File: src/rtl/mpuart_pkg.sv
package mpuart_pkg;

   typedef enum logic [1:0] {
      RX_IDLE  = 2'd0,
      RX_START = 2'd1,
      RX_BITS  = 2'd2
   } rx_state_e;

   typedef struct packed {
      logic [7:0] data;
      logic       mpb;
      logic       stop_ok;
   } rx_frame_t;

endpackage

File: src/rtl/mpuart_sync.sv
module mpuart_sync #(
   parameter int STAGES = 2
) (
   input  logic clk,
   input  logic rst_n,
   input  logic din,
   output logic dout
);
   initial begin
      if (STAGES < 2) $error("mpuart_sync: STAGES must be at least 2");
   end

   logic [STAGES-1:0] chain;

   genvar g;
   generate
      for (g = 0; g < STAGES; g++) begin : g_stage
         if (g == 0) begin : g_first
            always_ff @(posedge clk or negedge rst_n) begin
               if (!rst_n) chain[0] <= 1'b1;
               else        chain[0] <= din;
            end
         end else begin : g_next
            always_ff @(posedge clk or negedge rst_n) begin
               if (!rst_n) chain[g] <= 1'b1;
               else        chain[g] <= chain[g-1];
            end
         end
      end
   endgenerate

   assign dout = chain[STAGES-1];
endmodule

File: src/rtl/mpuart_framer.sv
module mpuart_framer
   import mpuart_pkg::*;
#(
   parameter int OVS    = 16,
   parameter int DATA_W = 8
) (
   input  logic      clk,
   input  logic      rst_n,
   input  logic      tick,
   input  logic      rxs,
   output logic      done,
   output rx_frame_t frame
);
   localparam int CNT_W    = $clog2(OVS);
   localparam int HALF     = OVS / 2;
   localparam int LAST_BIT = DATA_W + 1;
   localparam int BIT_W    = $clog2(LAST_BIT + 1);

   initial begin
      if (OVS < 4 || (OVS % 2) != 0) $error("mpuart_framer: OVS must be even and >= 4");
      if (DATA_W != 8) $error("mpuart_framer: DATA_W must be 8");
   end

   rx_state_e         state;
   logic [CNT_W-1:0]  cnt;
   logic [BIT_W-1:0]  bit_idx;
   logic [DATA_W-1:0] shreg;
   logic              mpb_q;
   logic              stop_q;

   always_ff @(posedge clk or negedge rst_n) begin
      if (!rst_n) begin
         state   <= RX_IDLE;
         cnt     <= '0;
         bit_idx <= '0;
         shreg   <= '0;
         mpb_q   <= 1'b0;
         stop_q  <= 1'b1;
         done    <= 1'b0;
      end else begin
         done <= 1'b0;
         if (tick) begin
            unique case (state)
               RX_IDLE: begin
                  if (!rxs) begin
                     state <= RX_START;
                     cnt   <= '0;
                  end
               end
               RX_START: begin
                  if (cnt == CNT_W'(HALF - 1)) begin
                     cnt     <= '0;
                     bit_idx <= '0;
                     state   <= rxs ? RX_IDLE : RX_BITS;
                  end else begin
                     cnt <= cnt + 1'b1;
                  end
               end
               RX_BITS: begin
                  if (cnt == CNT_W'(OVS - 1)) begin
                     cnt <= '0;
                     if (bit_idx < BIT_W'(DATA_W)) begin
                        shreg <= {rxs, shreg[DATA_W-1:1]};
                     end else if (bit_idx == BIT_W'(DATA_W)) begin
                        mpb_q <= rxs;
                     end else begin
                        stop_q <= rxs;
                     end
                     if (bit_idx == BIT_W'(LAST_BIT)) begin
                        done  <= 1'b1;
                        state <= RX_IDLE;
                     end else begin
                        bit_idx <= bit_idx + 1'b1;
                     end
                  end else begin
                     cnt <= cnt + 1'b1;
                  end
               end
               default: state <= RX_IDLE;
            endcase
         end
      end
   end

   assign frame.data    = shreg;
   assign frame.mpb     = mpb_q;
   assign frame.stop_ok = stop_q;


   cnt_range_chk: assert property (@(posedge clk) disable iff (!rst_n)
      (state == RX_START) |-> (cnt < CNT_W'(HALF)));


   start_confirm_chk: assert property (@(posedge clk) disable iff (!rst_n)
      (state == RX_IDLE && tick && rxs) |=> (state == RX_IDLE));
endmodule

File: src/rtl/mpuart_filter.sv
module mpuart_filter
   import mpuart_pkg::*;
#(
   parameter int DATA_W = 8
) (
   input  logic              clk,
   input  logic              rst_n,
   input  logic              done,
   input  rx_frame_t         frame,
   input  logic              clr_full,
   input  logic              clr_err,
   input  logic              mpie_wr,
   input  logic              mpie_wdata,
   output logic [DATA_W-1:0] rx_data,
   output logic              rx_full,
   output logic              last_mpb,
   output logic              mpie,
   output logic              frame_err,
   output logic              overrun,
   output logic              rxi_irq,
   output logic              mpi_irq
);
   logic full_after_clr;
   logic good;
   logic dropped;
   logic wanted;
   logic store;

   assign full_after_clr = rx_full & ~clr_full;
   assign good    = done & frame.stop_ok;
   assign dropped = mpie & ~frame.mpb;
   assign wanted  = good & ~dropped;
   assign store   = wanted & ~full_after_clr;

   always_ff @(posedge clk or negedge rst_n) begin
      if (!rst_n) begin
         rx_data   <= '0;
         rx_full   <= 1'b0;
         last_mpb  <= 1'b0;
         mpie      <= 1'b0;
         frame_err <= 1'b0;
         overrun   <= 1'b0;
         rxi_irq   <= 1'b0;
         mpi_irq   <= 1'b0;
      end else begin
         rxi_irq <= 1'b0;
         mpi_irq <= 1'b0;
         rx_full <= full_after_clr;
         if (clr_err) begin
            frame_err <= 1'b0;
            overrun   <= 1'b0;
         end
         if (done && !frame.stop_ok) frame_err <= 1'b1;
         if (wanted && full_after_clr) overrun <= 1'b1;
         if (store) begin
            rx_data  <= frame.data;
            rx_full  <= 1'b1;
            last_mpb <= frame.mpb;
            if (mpie) begin
               mpie    <= 1'b0;
               mpi_irq <= 1'b1;
            end else begin
               rxi_irq <= 1'b1;
            end
         end
         if (mpie_wr) mpie <= mpie_wdata;
      end
   end


   irq_excl_chk: assert property (@(posedge clk) disable iff (!rst_n)
      !(rxi_irq && mpi_irq));


   irq_pulse_chk: assert property (@(posedge clk) disable iff (!rst_n)
      (rxi_irq || mpi_irq) |=> !(rxi_irq || mpi_irq));


   full_rise_chk: assert property (@(posedge clk) disable iff (!rst_n)
      $rose(rx_full) |-> (rxi_irq || mpi_irq));


   id_mpb_chk: assert property (@(posedge clk) disable iff (!rst_n)
      mpi_irq |-> (last_mpb && rx_full));


   overrun_keep_chk: assert property (@(posedge clk) disable iff (!rst_n)
      $rose(overrun) |-> ($stable(rx_data) && !rxi_irq && !mpi_irq));


   ferr_nofill_chk: assert property (@(posedge clk) disable iff (!rst_n)
      $rose(frame_err) |-> !$rose(rx_full));
endmodule

File: src/rtl/mp_uart_rx.sv
module mp_uart_rx
   import mpuart_pkg::*;
#(
   parameter int OVS         = 16,
   parameter int DATA_W      = 8,
   parameter int SYNC_STAGES = 2
) (
   input  logic              clk,
   input  logic              rst_n,
   input  logic              baud_tick,
   input  logic              rxd,
   input  logic              clr_full,
   input  logic              clr_err,
   input  logic              mpie_wr,
   input  logic              mpie_wdata,
   output logic [DATA_W-1:0] rx_data,
   output logic              rx_full,
   output logic              last_mpb,
   output logic              mpie,
   output logic              frame_err,
   output logic              overrun,
   output logic              rxi_irq,
   output logic              mpi_irq
);
   logic      rxs;
   logic      frm_done;
   rx_frame_t frm;

   mpuart_sync #(.STAGES(SYNC_STAGES)) u_sync (
      .clk  (clk),
      .rst_n(rst_n),
      .din  (rxd),
      .dout (rxs)
   );

   mpuart_framer #(.OVS(OVS), .DATA_W(DATA_W)) u_framer (
      .clk  (clk),
      .rst_n(rst_n),
      .tick (baud_tick),
      .rxs  (rxs),
      .done (frm_done),
      .frame(frm)
   );

   mpuart_filter #(.DATA_W(DATA_W)) u_filter (
      .clk       (clk),
      .rst_n     (rst_n),
      .done      (frm_done),
      .frame     (frm),
      .clr_full  (clr_full),
      .clr_err   (clr_err),
      .mpie_wr   (mpie_wr),
      .mpie_wdata(mpie_wdata),
      .rx_data   (rx_data),
      .rx_full   (rx_full),
      .last_mpb  (last_mpb),
      .mpie      (mpie),
      .frame_err (frame_err),
      .overrun   (overrun),
      .rxi_irq   (rxi_irq),
      .mpi_irq   (mpi_irq)
   );
endmodule

File: config.mk
export PLATFORM = sky130hd
export DESIGN_NAME = mp_uart_rx
export DESIGN_NICKNAME = d
export VERILOG_FILES = /design/src/rtl/mpuart_pkg.sv /design/src/rtl/mpuart_sync.sv /design/src/rtl/mpuart_framer.sv /design/src/rtl/mpuart_filter.sv /design/src/rtl/mp_uart_rx.sv
export SDC_FILE = /design/constraint.sdc
export NUM_CORES = 1
export LEC_CHECK = 0
export ABC_AREA = 1
export BUFFER_PORTS_ARGS = -buffer_cell sky130_fd_sc_hd__buf_2
export CELL_PAD_IN_SITES_DETAIL_PLACEMENT = 0
export CELL_PAD_IN_SITES_GLOBAL_PLACEMENT = 1
export CORE_MARGIN = 2
export CORE_UTILIZATION = 30
export DETAILED_ROUTE_END_ITERATION = 16
export GPL_ROUTABILITY_DRIVEN = 0
export HOLD_SLACK_MARGIN = 0.06
export PLACE_DENSITY = 0.57
export SLEW_MARGIN = 20
export SYNTH_ARGS = -nofsm -noshare
export SYNTH_HDL_FRONTEND = slang
export SYNTH_SLANG_ARGS = --single-unit
File: constraint.sdc
create_clock -name clk -period 2.8 [get_ports clk]
set_input_delay 0.56 -clock clk [delete_from_list [all_inputs] [get_ports clk]]
set_output_delay 0.56 -clock clk [all_outputs]
set_load 0.005 [all_outputs]
==> metrics.log, run 1 <==
[metrics] power density over cell area: 674 nW/µm²
[metrics] antenna violations before repair: 0
[metrics] via count of the first global-routing pass: 1317
[metrics] leakage power: 1.10 nW
[metrics] post-route fraction of the period consumed by the critical path: 57.7%
[metrics] actual slew at the worst max-slew pin: 0.842 ns
[metrics] internal cell power: 0.00102 W
[metrics] required time reported for the critical path endpoint: 2.95 ns
[metrics] Period minus WS final: 1.62 ns
[metrics] total half-perimeter wirelength after legalization and detailed placement: 2440 µm
[metrics] fillers: 629
[metrics] sequential share of power: 42.6%
[metrics] starting density of the core: 30.9%
[metrics] Slew Limit Headroom: 43.9%
[metrics] remaining antenna violation count after routing: 0
[metrics] ports placed on the boundary: 23
[metrics] area of the core: 5890 µm²
[metrics] Sequential Area: 955 µm²
[metrics] Mean Syn Cell Area: 8.58 µm²
[metrics] H-tree depth: 2
[metrics] count of different cell masters after synthesis: 22
[metrics] routed vias/inst: 4.35
[metrics] combined global-route utilization of all metal layers: 11.8%
[metrics] type of the worst min-delay path: reg2reg
[metrics] area used by multi-input combinational logic: 723 µm²
[metrics] NumNets Final: 255
[metrics] final setup violation count: 0
[metrics] aggregate global routing overflow: 0
[metrics] mean routed wirelength per cell: 11.0 µm
[metrics] cell row count: 28
[metrics] count of vias placed by the detailed router: 1367
[metrics] number of synthesized register bits: 38
[metrics] number of gates given a new drive strength after cts: 0
[metrics] portion of total power attributed to combinational logic: 18.0%
[metrics] synthesized instance count: 212
[metrics] number of max-capacitance violations reported: 0
[metrics] Area growth syn-to-layout: 17.6%
[metrics] total power consumption of the routed design: 0.00144 W
[metrics] setup TNS: 0 ns
[metrics] antenna diode count: 0
[metrics] synthesized area: 1820 µm²
[metrics] area fraction of the dominant cell type after synthesis: 48.1%
[metrics] setup slack of the worst register-to-register path: 1.18 ns
[metrics] final hold violations: 0
[metrics] type of the worst setup path: reg2reg
[metrics] Die W: 81.9 µm
[metrics] overall die area: 6700 µm²
[metrics] Worst setup EP type: flop
[metrics] count of TritonRoute iterations in the first routing pass: 4
[metrics] Setup WS pre-CTS: 1.19 ns
[metrics] maximum clock path buffer count: 2
[metrics] insertion delay of the later-clocked pin in the worst-skew pair: 0.29 ns
[metrics] number of design-rule violations left by the first detailed-router iteration: 54
[metrics] Worst Clk Skew: 0.00927 ns
[metrics] net count after synthesis: 229
[metrics] cell types occupying the most area after synthesis: sky130_fd_sc_hd__dfrtp_1 (48%), sky130_fd_sc_hd__nand2_1 (13%), sky130_fd_sc_hd__inv_1 (6.6%), sky130_fd_sc_hd__ha_1 (6.2%), sky130_fd_sc_hd__dfstp_2 (4.3%)
[metrics] Clock Sink Count: 38
[metrics] clock slew seen by the registers of the worst setup and hold paths: 0.08 ns
[metrics] cell type with the largest total area after synthesis: sky130_fd_sc_hd__dfrtp_1
[metrics] clock tree from TritonCTS: yes
[metrics] sequential cell area fraction in the yosys report: 52.5%
[metrics] Root Buffer: sky130_fd_sc_hd__clkbuf_8
[metrics] Achievable Freq: 619 MHz
[metrics] DRC errors left: 0
[metrics] Clock Power Share: 39.4%
[metrics] number of buffers created by CTS: 5
[metrics] final non-filler cell area: 2140 µm²
[metrics] Worst Slack Setup Final: 1.18 ns
[metrics] switching component of the power: 0.000424 W
[metrics] number of warnings issued by yosys: 0
[metrics] I/O Buffers: 22
[metrics] share of layout cells above drive strength 1: 20.5%
[metrics] commonest non-fill, non-tap cell in the layout: sky130_fd_sc_hd__nand2_1
[metrics] hold buffer count at CTS: 0
[metrics] Max Slew Vio Count: 0
[metrics] total cell area at the placement stage: 2000 µm²
[metrics] unrepaired setup endpoints after global routing: no
[metrics] Sw Share: 29.4%
[metrics] largest driver fanout on the critical path: 20
[metrics] Worst IR Drop VDD: 313 µV
[metrics] worst hold slack across all endpoints: 0.361 ns
[metrics] Die Y-Extent: 81.9 µm
[metrics] Critical Path Start Type: flop
[metrics] pin count of the biggest net entering global routing: 39
[metrics] global-route wire length before repair: 6040 µm
[metrics] status: finished clean
[metrics] most frequent cells in the layout: sky130_fd_sc_hd__nand2_1 (64), sky130_fd_sc_hd__dfrtp_1 (35), sky130_fd_sc_hd__inv_1 (32)
[metrics] Post-CTS Repair Setup Buffers: 0
[metrics] wirelength, routed: 3440 µm
[metrics] Critical Path AT: 1.77 ns
[metal layers]
metal  track usage, %  routed length [µm]
met3             3.63                 153
met2             19.3                1600
met5                0                   0
met4             4.00                  50
met1             14.6                1640
[sequential cells by signal, summed over array words and instances, names as in the netlist, 2 cells and up]
| register | count |
|---|---|
| u_filter.rx_data | 8 |
| u_framer.bit_idx | 4 |
| u_framer.cnt | 4 |
| u_framer.shreg | 8 |
| u_framer.state | 2 |
[worst max-delay path: stages (launching register included)]
cell                      delay, ns
sky130_fd_sc_hd__dfstp_2       0.55
sky130_fd_sc_hd__nand2_1       0.06
sky130_fd_sc_hd__a21oi_1       0.20
sky130_fd_sc_hd__nand2_1       0.42
sky130_fd_sc_hd__nand2_1       0.17
sky130_fd_sc_hd__o21ai_1       0.08
[metrics by stage]
step / util (%) / std cells
6_report: 36.4 / 314
5_1_grt: 36.4 / 314
4_1_cts: 36.4 / 314
3_5_place_dp: 34.0 / 306
3_3_place_gp: 34.0 / 306
2_1_floorplan: - / 212
[layout make-up]
cell class                 instances  share of cell area [%]
timing repair buffer              22                    5.15
inverter                          32                    5.61
sequential                        38                    44.6
tap                               75                    4.39
multi-input combinational        139                    33.8
clock buffer                       5                    3.22
clock inverter                     3                    3.22
[logic make-up (layout without fill, tap and decap cells)]
family,after synthesis,after routing,share of synthesized area (%)
AO/OA/AOI/OAI,27,27,9.22
adder cells (fa/ha/maj),9,9,6.19
buffers and inverters,35,62,7.77
flip-flops,38,38,52.5
AND/OR/NAND/NOR,103,103,24.3
[cells in the mapped netlist]
library cell and n:
sky130_fd_sc_hd__nand2_1 64, sky130_fd_sc_hd__dfrtp_1 35, sky130_fd_sc_hd__inv_1 32, sky130_fd_sc_hd__nand3_1 14, sky130_fd_sc_hd__nor2_1 13, sky130_fd_sc_hd__ha_1 9, sky130_fd_sc_hd__o21ai_1 8, sky130_fd_sc_hd__o21ai_2 7
sky130_fd_sc_hd__o21ai_0 6, sky130_fd_sc_hd__a21oi_1 3, sky130_fd_sc_hd__dfstp_2 3, sky130_fd_sc_hd__nand2_2 3, sky130_fd_sc_hd__nand4_1 3, sky130_fd_sc_hd__buf_2 2, sky130_fd_sc_hd__nor2_2 2, sky130_fd_sc_hd__o22ai_1 2
sky130_fd_sc_hd__a21oi_2 1, sky130_fd_sc_hd__and3_1 1, sky130_fd_sc_hd__buf_6 1, sky130_fd_sc_hd__nand3_2 1, sky130_fd_sc_hd__nor2_4 1, sky130_fd_sc_hd__or2_2 1
[power by group through the flow]
stage / Sequential, W / Combinational (W) / Clock (W)
detailed placement: 0.000625 / 0.000262 / 0
global placement: 0.000626 / 0.000268 / 0
finish: 0.000614 / 0.000260 / 0.000567
global route: 0.000622 / 0.000303 / 0.000612
CTS: 0.000614 / 0.000264 / 0.000584
floorplan: 0.000616 / 0.000191 / 0
[worst paths after layout]
check                                     start             endpoint  cells after the start
worst max-delay path            u_framer.stop_q  u_filter.rx_data[6]                      5
worst min-delay path            u_sync.chain[0]          u_sync.dout                      0
worst max register to register  u_framer.stop_q  u_filter.rx_data[6]                      5
worst min register to register  u_sync.chain[0]          u_sync.dout                      0
max in group asynchronous                 rst_n       u_framer.mpb_q                      1
min in group asynchronous                 rst_n  u_filter.rx_data[7]                      1
Power figures use the tool's default switching activity.
==> inputs of run 2 (changes only) <==
==> constraint.sdc (replaced) <==
create_clock -name clk -period 1.6 [get_ports clk]
set_input_delay 0.32 -clock clk [delete_from_list [all_inputs] [get_ports clk]]
set_output_delay 0.32 -clock clk [all_outputs]
set_load 0.005 [all_outputs]
==> run 2 against run 1 <==
  * Core utilization grew 1.6 points
  * Flip-flop and latch count unchanged
  * Global-route usage grew 0.36 points
  * Sequential share of layout area is 1.8 points lower
  * Maximum frequency rose by 10%
  * Clock skew decreased by 0.0019 ns
  * Combinational power up 110%
  * Total power up 80%
  * Wire length grew 2.6%
  * Worst setup slack got worse by 1.0 ns
  * Die area did not move
  * Non-clock buffer count grew 9
==> metrics.log, run 2 (synthesis results as in run 1) <==
[metrics] worst hold path cell count: 1
[metrics] Die Y-Extent: 81.9 µm
[metrics] required time reported for the critical path endpoint: 1.78 ns
[metrics] number of design-rule violations left by the first detailed-router iteration: 79
[metrics] pin count of the biggest net entering global routing: 23
[metrics] H-tree depth: 2
[metrics] largest driver fanout on the critical path: 5
[metrics] Worst IR Drop VDD: 424 µV
[metrics] Worst setup EP type: flop
[metrics] combined global-route utilization of all metal layers: 12.1%
[metrics] aggregate global routing overflow: 0
[metrics] ports placed on the boundary: 23
[metrics] count of TritonRoute iterations in the first routing pass: 4
[metrics] overall die area: 6700 µm²
[metrics] clock tree from TritonCTS: yes
[metrics] leakage power: 1.15 nW
[metrics] global-route wire length before repair: 6180 µm
[metrics] registers with the most flip-flops: u_filter.rx_data: 8 flops, u_framer.shreg: 8 flops
[metrics] Die W: 81.9 µm
[metrics] Critical Path Start Type: flop
[metrics] gate family responsible for the most delay along the worst path: flip-flops
[metrics] share of layout cells above drive strength 1: 23.4%
[metrics] count of vias placed by the detailed router: 1373
[metrics] number of buffers created by CTS: 5
[metrics] Root Buffer: sky130_fd_sc_hd__clkbuf_8
[metrics] total half-perimeter wirelength after legalization and detailed placement: 2510 µm
[metrics] Achievable Freq: 683 MHz
[metrics] commonest non-fill, non-tap cell in the layout: sky130_fd_sc_hd__nand2_1
[metrics] Clock Power Share: 38.1%
[metrics] power density over cell area: 1160 nW/µm²
[metrics] r2r worst-path depth: 7
[metrics] Period minus WS final: 1.46 ns
[metrics] Worst Slack Setup Final: 0.135 ns
[metrics] area of the core: 5890 µm²
[metrics] portion of total power attributed to combinational logic: 21.1%
[metrics] setup TNS: 0 ns
[metrics] type of the worst setup path: reg2reg
[metrics] endpoint of the worst register-to-register path: u_framer.bit_idx[3]
[metrics] post-route fraction of the period consumed by the critical path: 91.5%
[metrics] type of the worst min-delay path: in2reg
[metrics] total buffers and inverters traversed by the critical path: 2
[metrics] Setup WS pre-CTS: 0.0870 ns
[metrics] insertion delay of the later-clocked pin in the worst-skew pair: 0.29 ns
[metrics] cell with the biggest individual delay on the critical path: sky130_fd_sc_hd__dfrtp_1
[metrics] number of max-capacitance violations reported: 0
[metrics] unrepaired setup endpoints after global routing: no
[metrics] CP peak stage delay: 0.39 ns
[metrics] final setup violation count: 0
[metrics] switching component of the power: 0.000753 W
[metrics] clock slew seen by the registers of the worst setup and hold paths: 0.08 ns
[metrics] Sw Share: 29.0%
[metrics] setup slack of the worst register-to-register path: 0.14 ns
[metrics] remaining antenna violation count after routing: 0
[metrics] NumNets Final: 264
[metrics] Area growth syn-to-layout: 22.6%
[metrics] starting density of the core: 30.9%
[metrics] status: finished clean
[metrics] routed vias/inst: 4.25
[metrics] Max Slew Vio Count: 0
[metrics] maximum clock path buffer count: 2
[metrics] actual slew at the worst max-slew pin: 0.422 ns
[metrics] wirelength, routed: 3530 µm
[metrics] cell occurring most often along the worst timing path: sky130_fd_sc_hd__nand2_1
[metrics] internal cell power: 0.00185 W
[metrics] most frequent cells in the layout: sky130_fd_sc_hd__nand2_1 (64), sky130_fd_sc_hd__dfrtp_1 (35), sky130_fd_sc_hd__inv_1 (32)
[metrics] final non-filler cell area: 2230 µm²
[metrics] total cell area at the placement stage: 2060 µm²
[metrics] total power consumption of the routed design: 0.00260 W
[metrics] Worst Clk Skew: 0.00740 ns
[metrics] Clock Sink Count: 38
[metrics] via count of the first global-routing pass: 1344
[metrics] Slew Limit Headroom: 71.9%
[metrics] Critical Path AT: 1.65 ns
[metrics] sequential share of power: 40.9%
[metrics] Hold Path Origin: rxd
[metrics] Cell Chain, Critical Path: inv_1, ha_1, buf_4, nand4_1, nand2_1, o21ai_0, nand2_1
[metrics] final hold violations: 0
[metrics] I/O Buffers: 22
[metrics] antenna violations before repair: 0
[metrics] DRC errors left: 0
[metrics] antenna diode count: 0
[metrics] cell row count: 28
[metrics] beginning of the worst register-to-register path: u_framer.state[0]
[metrics] fillers: 607
[metrics] mean routed wirelength per cell: 10.9 µm
[metrics] end of the worst hold path: u_sync.chain[0]
-- run 2: how the worst max path moves through the flow --
stage | start | end | slack (ns) | cells after the start
4_1_cts | u_framer.state[0] | u_framer.shreg[7] | 0.09 | 7
3_3_place_gp | u_framer.state[0] | u_framer.state[1] | 0.08 | 7
6_report | u_framer.state[0] | u_framer.bit_idx[3] | 0.14 | 7
2_1_floorplan | u_framer.state[0] | u_framer.shreg[6] | 0.22 | 8
3_5_place_dp | u_framer.state[0] | u_framer.shreg[7] | 0.09 | 7
5_1_grt | u_framer.state[1] | u_framer.bit_idx[0] | 0.02 | 7
-- run 2: worst reg2reg max path, delay by kind of cell (launching register included) --
kind | cells | cell delay, ns
compound gates | 1 | 0.20
fa+ha+maj | 1 | 0.24
buf+inv | 2 | 0.25
flops | 1 | 0.39
simple gates | 3 | 0.28
-- run 2: repair_timing --
item,in CTS,in global routing
hold endpoints to repair,16,0
resized for setup,0,2
hold buffers,1,0
endpoints found under the setup margin,0,15
setup buffers,0,2
-- run 2: layer usage --
metal | up-vias | part of all wire [%] | track usage, %
met1 | 611 | 48 | 15.1
met4 | 0 | 2.0 | 4.50
li1 | 730 | - | -
met2 | 27 | 46 | 19.8
met5 | - | 0 | 0
met3 | 5 | 3.5 | 3.63
-- run 2: power groups by stage --
stage	clock [W]	sequential (W)	combinational, W
after floorplan	0	0.00108	0.000334
after global placement	0	0.00108	0.000512
after detailed placement	0	0.00108	0.000501
after CTS	0.00102	0.00107	0.000508
after global routing	0.00107	0.00107	0.000654
final	0.000989	0.00106	0.000548
-- run 2: final cells by class --
cell class,instances,area [µm²],area share (%)
flip-flops and latches,38,955,42.8
multi-input cells,139,732,32.8
repair buffers,31,193,8.64
inverters,32,120,5.38
well taps,75,93.8,4.21
clock buffers,5,68.8,3.08
clock inverters,3,68.8,3.08
-- run 2: metrics by stage --
| step | std cells | util [%] | hold WS (ns) |
|---|---|---|---|
| after CTS | 321 | 37.5 | 0.115 |
| final | 323 | 37.9 | 0.123 |
| after global routing | 323 | 37.9 | 0.112 |
| after detailed placement | 312 | 35.0 | 0.281 |
| after floorplan | 212 | - | 0.0244 |
| after global placement | 312 | 35.0 | 0.287 |
==> inputs of run 3 (changes only) <==
--- a/config.mk
+++ b/config.mk
@@ -6,15 +6,15 @@
 export NUM_CORES = 1
 export LEC_CHECK = 0
 export ABC_AREA = 1
-export BUFFER_PORTS_ARGS = -buffer_cell sky130_fd_sc_hd__buf_2
 export CELL_PAD_IN_SITES_DETAIL_PLACEMENT = 0
 export CELL_PAD_IN_SITES_GLOBAL_PLACEMENT = 1
 export CORE_MARGIN = 2
 export CORE_UTILIZATION = 30
 export DETAILED_ROUTE_END_ITERATION = 16
+export DONT_BUFFER_PORTS = 1
 export GPL_ROUTABILITY_DRIVEN = 0
 export HOLD_SLACK_MARGIN = 0.06
-export PLACE_DENSITY = 0.57
+export PLACE_DENSITY = 0.53
 export SLEW_MARGIN = 20
 export SYNTH_ARGS = -nofsm -noshare
 export SYNTH_HDL_FRONTEND = slang
==> constraint.sdc (replaced) <==
create_clock -name clk -period 1.6 [get_ports clk]
set_input_delay 0.32 -clock clk [delete_from_list [all_inputs] [get_ports clk]]
set_output_delay 0.32 -clock clk [all_outputs]
set_load 0.02 [all_outputs]
==> run 3 against run 2 <==
  * Register-to-register slack worse by 0.04 ns
  * Flip-flop and latch count unchanged
  * Clock-buffer cell count rose by 1
  * First-iteration DRC count shrank 35%
  * Clock skew fell by 0.0028 ns
==> metrics.log, run 3 (synthesis results as in run 1) <==
[metrics] Worst IR Drop VDD: 535 µV
[metrics] most frequent cells in the layout: sky130_fd_sc_hd__nand2_1 (64), sky130_fd_sc_hd__dfrtp_1 (34), sky130_fd_sc_hd__inv_1 (31)
[metrics] setup TNS: 0 ns
[metrics] Die W: 81.9 µm
[metrics] number of design-rule violations left by the first detailed-router iteration: 51
[metrics] total buffers and inverters traversed by the critical path: 2
[metrics] number of max-capacitance violations reported: 0
[metrics] H-tree depth: 2
[metrics] leakage power: 1.00 nW
[metrics] cell row count: 28
[metrics] Clock Sink Count: 38
[metrics] required time reported for the critical path endpoint: 1.77 ns
[metrics] ports placed on the boundary: 23
[metrics] I/O Buffers: 0
[metrics] CP peak stage delay: 0.38 ns
[metrics] registers with the most flip-flops: u_filter.rx_data: 8 flops, u_framer.shreg: 8 flops
[metrics] Critical Path AT: 1.67 ns
[metrics] unrepaired setup endpoints after global routing: no
[metrics] antenna diode count: 0
[metrics] post-route fraction of the period consumed by the critical path: 93.7%
[metrics] total cell area at the placement stage: 1910 µm²
[metrics] via count of the first global-routing pass: 1369
[metrics] Worst Clk Skew: 0.00461 ns
[metrics] global-route wire length before repair: 5990 µm
[metrics] clock slew seen by the registers of the worst setup and hold paths: 0.07 ns
[metrics] starting density of the core: 30.9%
[metrics] count of vias placed by the detailed router: 1327
[metrics] remaining antenna violation count after routing: 0
[metrics] number of buffers created by CTS: 5
[metrics] final non-filler cell area: 2080 µm²
[metrics] Cell Chain, Critical Path: inv_1, ha_1, buf_4, nand4_1, nand2_1, o21ai_0, nand2_1
[metrics] gate family responsible for the most delay along the worst path: flip-flops
[metrics] Max Slew Vio Count: 0
[metrics] type of the worst min-delay path: in2reg
[metrics] Worst setup EP type: flop
[metrics] final hold violations: 0
[metrics] wirelength, routed: 3400 µm
[metrics] mean routed wirelength per cell: 11.4 µm
[metrics] aggregate global routing overflow: 0
[metrics] Die Y-Extent: 81.9 µm
[metrics] area of the core: 5890 µm²
[metrics] clock tree from TritonCTS: yes
[metrics] cell with the biggest individual delay on the critical path: sky130_fd_sc_hd__dfrtp_1
[metrics] count of TritonRoute iterations in the first routing pass: 4
[metrics] fillers: 617
[metrics] DRC errors left: 0
[metrics] power density over cell area: 1110 nW/µm²
[metrics] final setup violation count: 0
[metrics] combined global-route utilization of all metal layers: 11.8%
[metrics] commonest non-fill, non-tap cell in the layout: sky130_fd_sc_hd__nand2_1
[metrics] type of the worst setup path: reg2reg
[metrics] routed vias/inst: 4.44
[metrics] Slew Limit Headroom: 81.1%
[metrics] total half-perimeter wirelength after legalization and detailed placement: 2480 µm
[metrics] Achievable Freq: 667 MHz
[metrics] maximum clock path buffer count: 2
[metrics] insertion delay of the later-clocked pin in the worst-skew pair: 0.28 ns
[metrics] overall die area: 6700 µm²
[metrics] share of layout cells above drive strength 1: 15.6%
[metrics] largest driver fanout on the critical path: 5
[metrics] status: finished clean
[metrics] pin count of the biggest net entering global routing: 39
[metrics] Root Buffer: sky130_fd_sc_hd__clkbuf_8
[metrics] Area growth syn-to-layout: 14.1%
[metrics] antenna violations before repair: 0
[metrics] cell occurring most often along the worst timing path: sky130_fd_sc_hd__nand2_1
[metrics] Period minus WS final: 1.50 ns
[metrics] actual slew at the worst max-slew pin: 0.283 ns
[metrics] Critical Path Start Type: flop
[metrics] NumNets Final: 240
run 3: repair_timing:
action	in CTS	in global routing
endpoints found under the hold margin	39	0
hold buffers	3	0
setup buffers	0	2
endpoints found under the setup margin	0	15
gates resized for setup	0	5
run 3: final timing paths:
kind	start	to	slack [ns]	depth (start not counted)
worst min register to register	u_sync.chain[0]	u_sync.dout	0.36	0
max in group asynchronous	rst_n	u_sync.chain[0]	0.86	2
min in group asynchronous	rst_n	u_framer.shreg[3]	0.48	2
worst min-delay path	clr_err	u_filter.frame_err	0.13	1
worst max register to register	u_framer.state[0]	u_framer.bit_idx[0]	0.10	7
worst max-delay path	u_framer.state[0]	u_framer.bit_idx[0]	0.10	7
run 3: layer usage:
| metal | wire length [µm] | up-vias | track usage [%] |
|---|---|---|---|
| li1 | - | 683 | - |
| met1 | 1530 | 616 | 13.4 |
| met2 | 1650 | 23 | 20.4 |
| met3 | 175 | 5 | 4.07 |
| met4 | 50 | 0 | 4.17 |
| met5 | 0 | - | 0 |
run 3: metrics by stage:
step	instances	util [%]	hold slack (ns)	total power, W	setup slack, ns
4_1_cts	297	34.7	0.120	0.00227	0.0741
5_1_grt	299	35.3	0.108	0.00250	0.00465
2_1_floorplan	212	-	0.0244	0.00142	0.217
3_5_place_dp	286	32.4	0.0253	0.00153	0.0915
3_3_place_gp	286	32.4	0.0253	0.00152	0.124
6_report	299	35.3	0.126	0.00231	0.100
run 3: power breakdown:
part / total (W) / internal, W / switching, W
sequential: 0.00108 / 0.00101 / 0.0000640
clock: 0.000688 / 0.000346 / 0.000341
combinational: 0.000543 / 0.000205 / 0.000339
run 3: layout make-up:
class	instances	area, µm²	area share [%]
clock buffer	6	82.6	3.98
clock inverter	2	12.5	0.603
inverter	32	120	5.79
multi-input combinational	139	741	35.7
sequential	38	956	46.1
tap	75	93.8	4.52
timing repair buffer	7	70.1	3.38
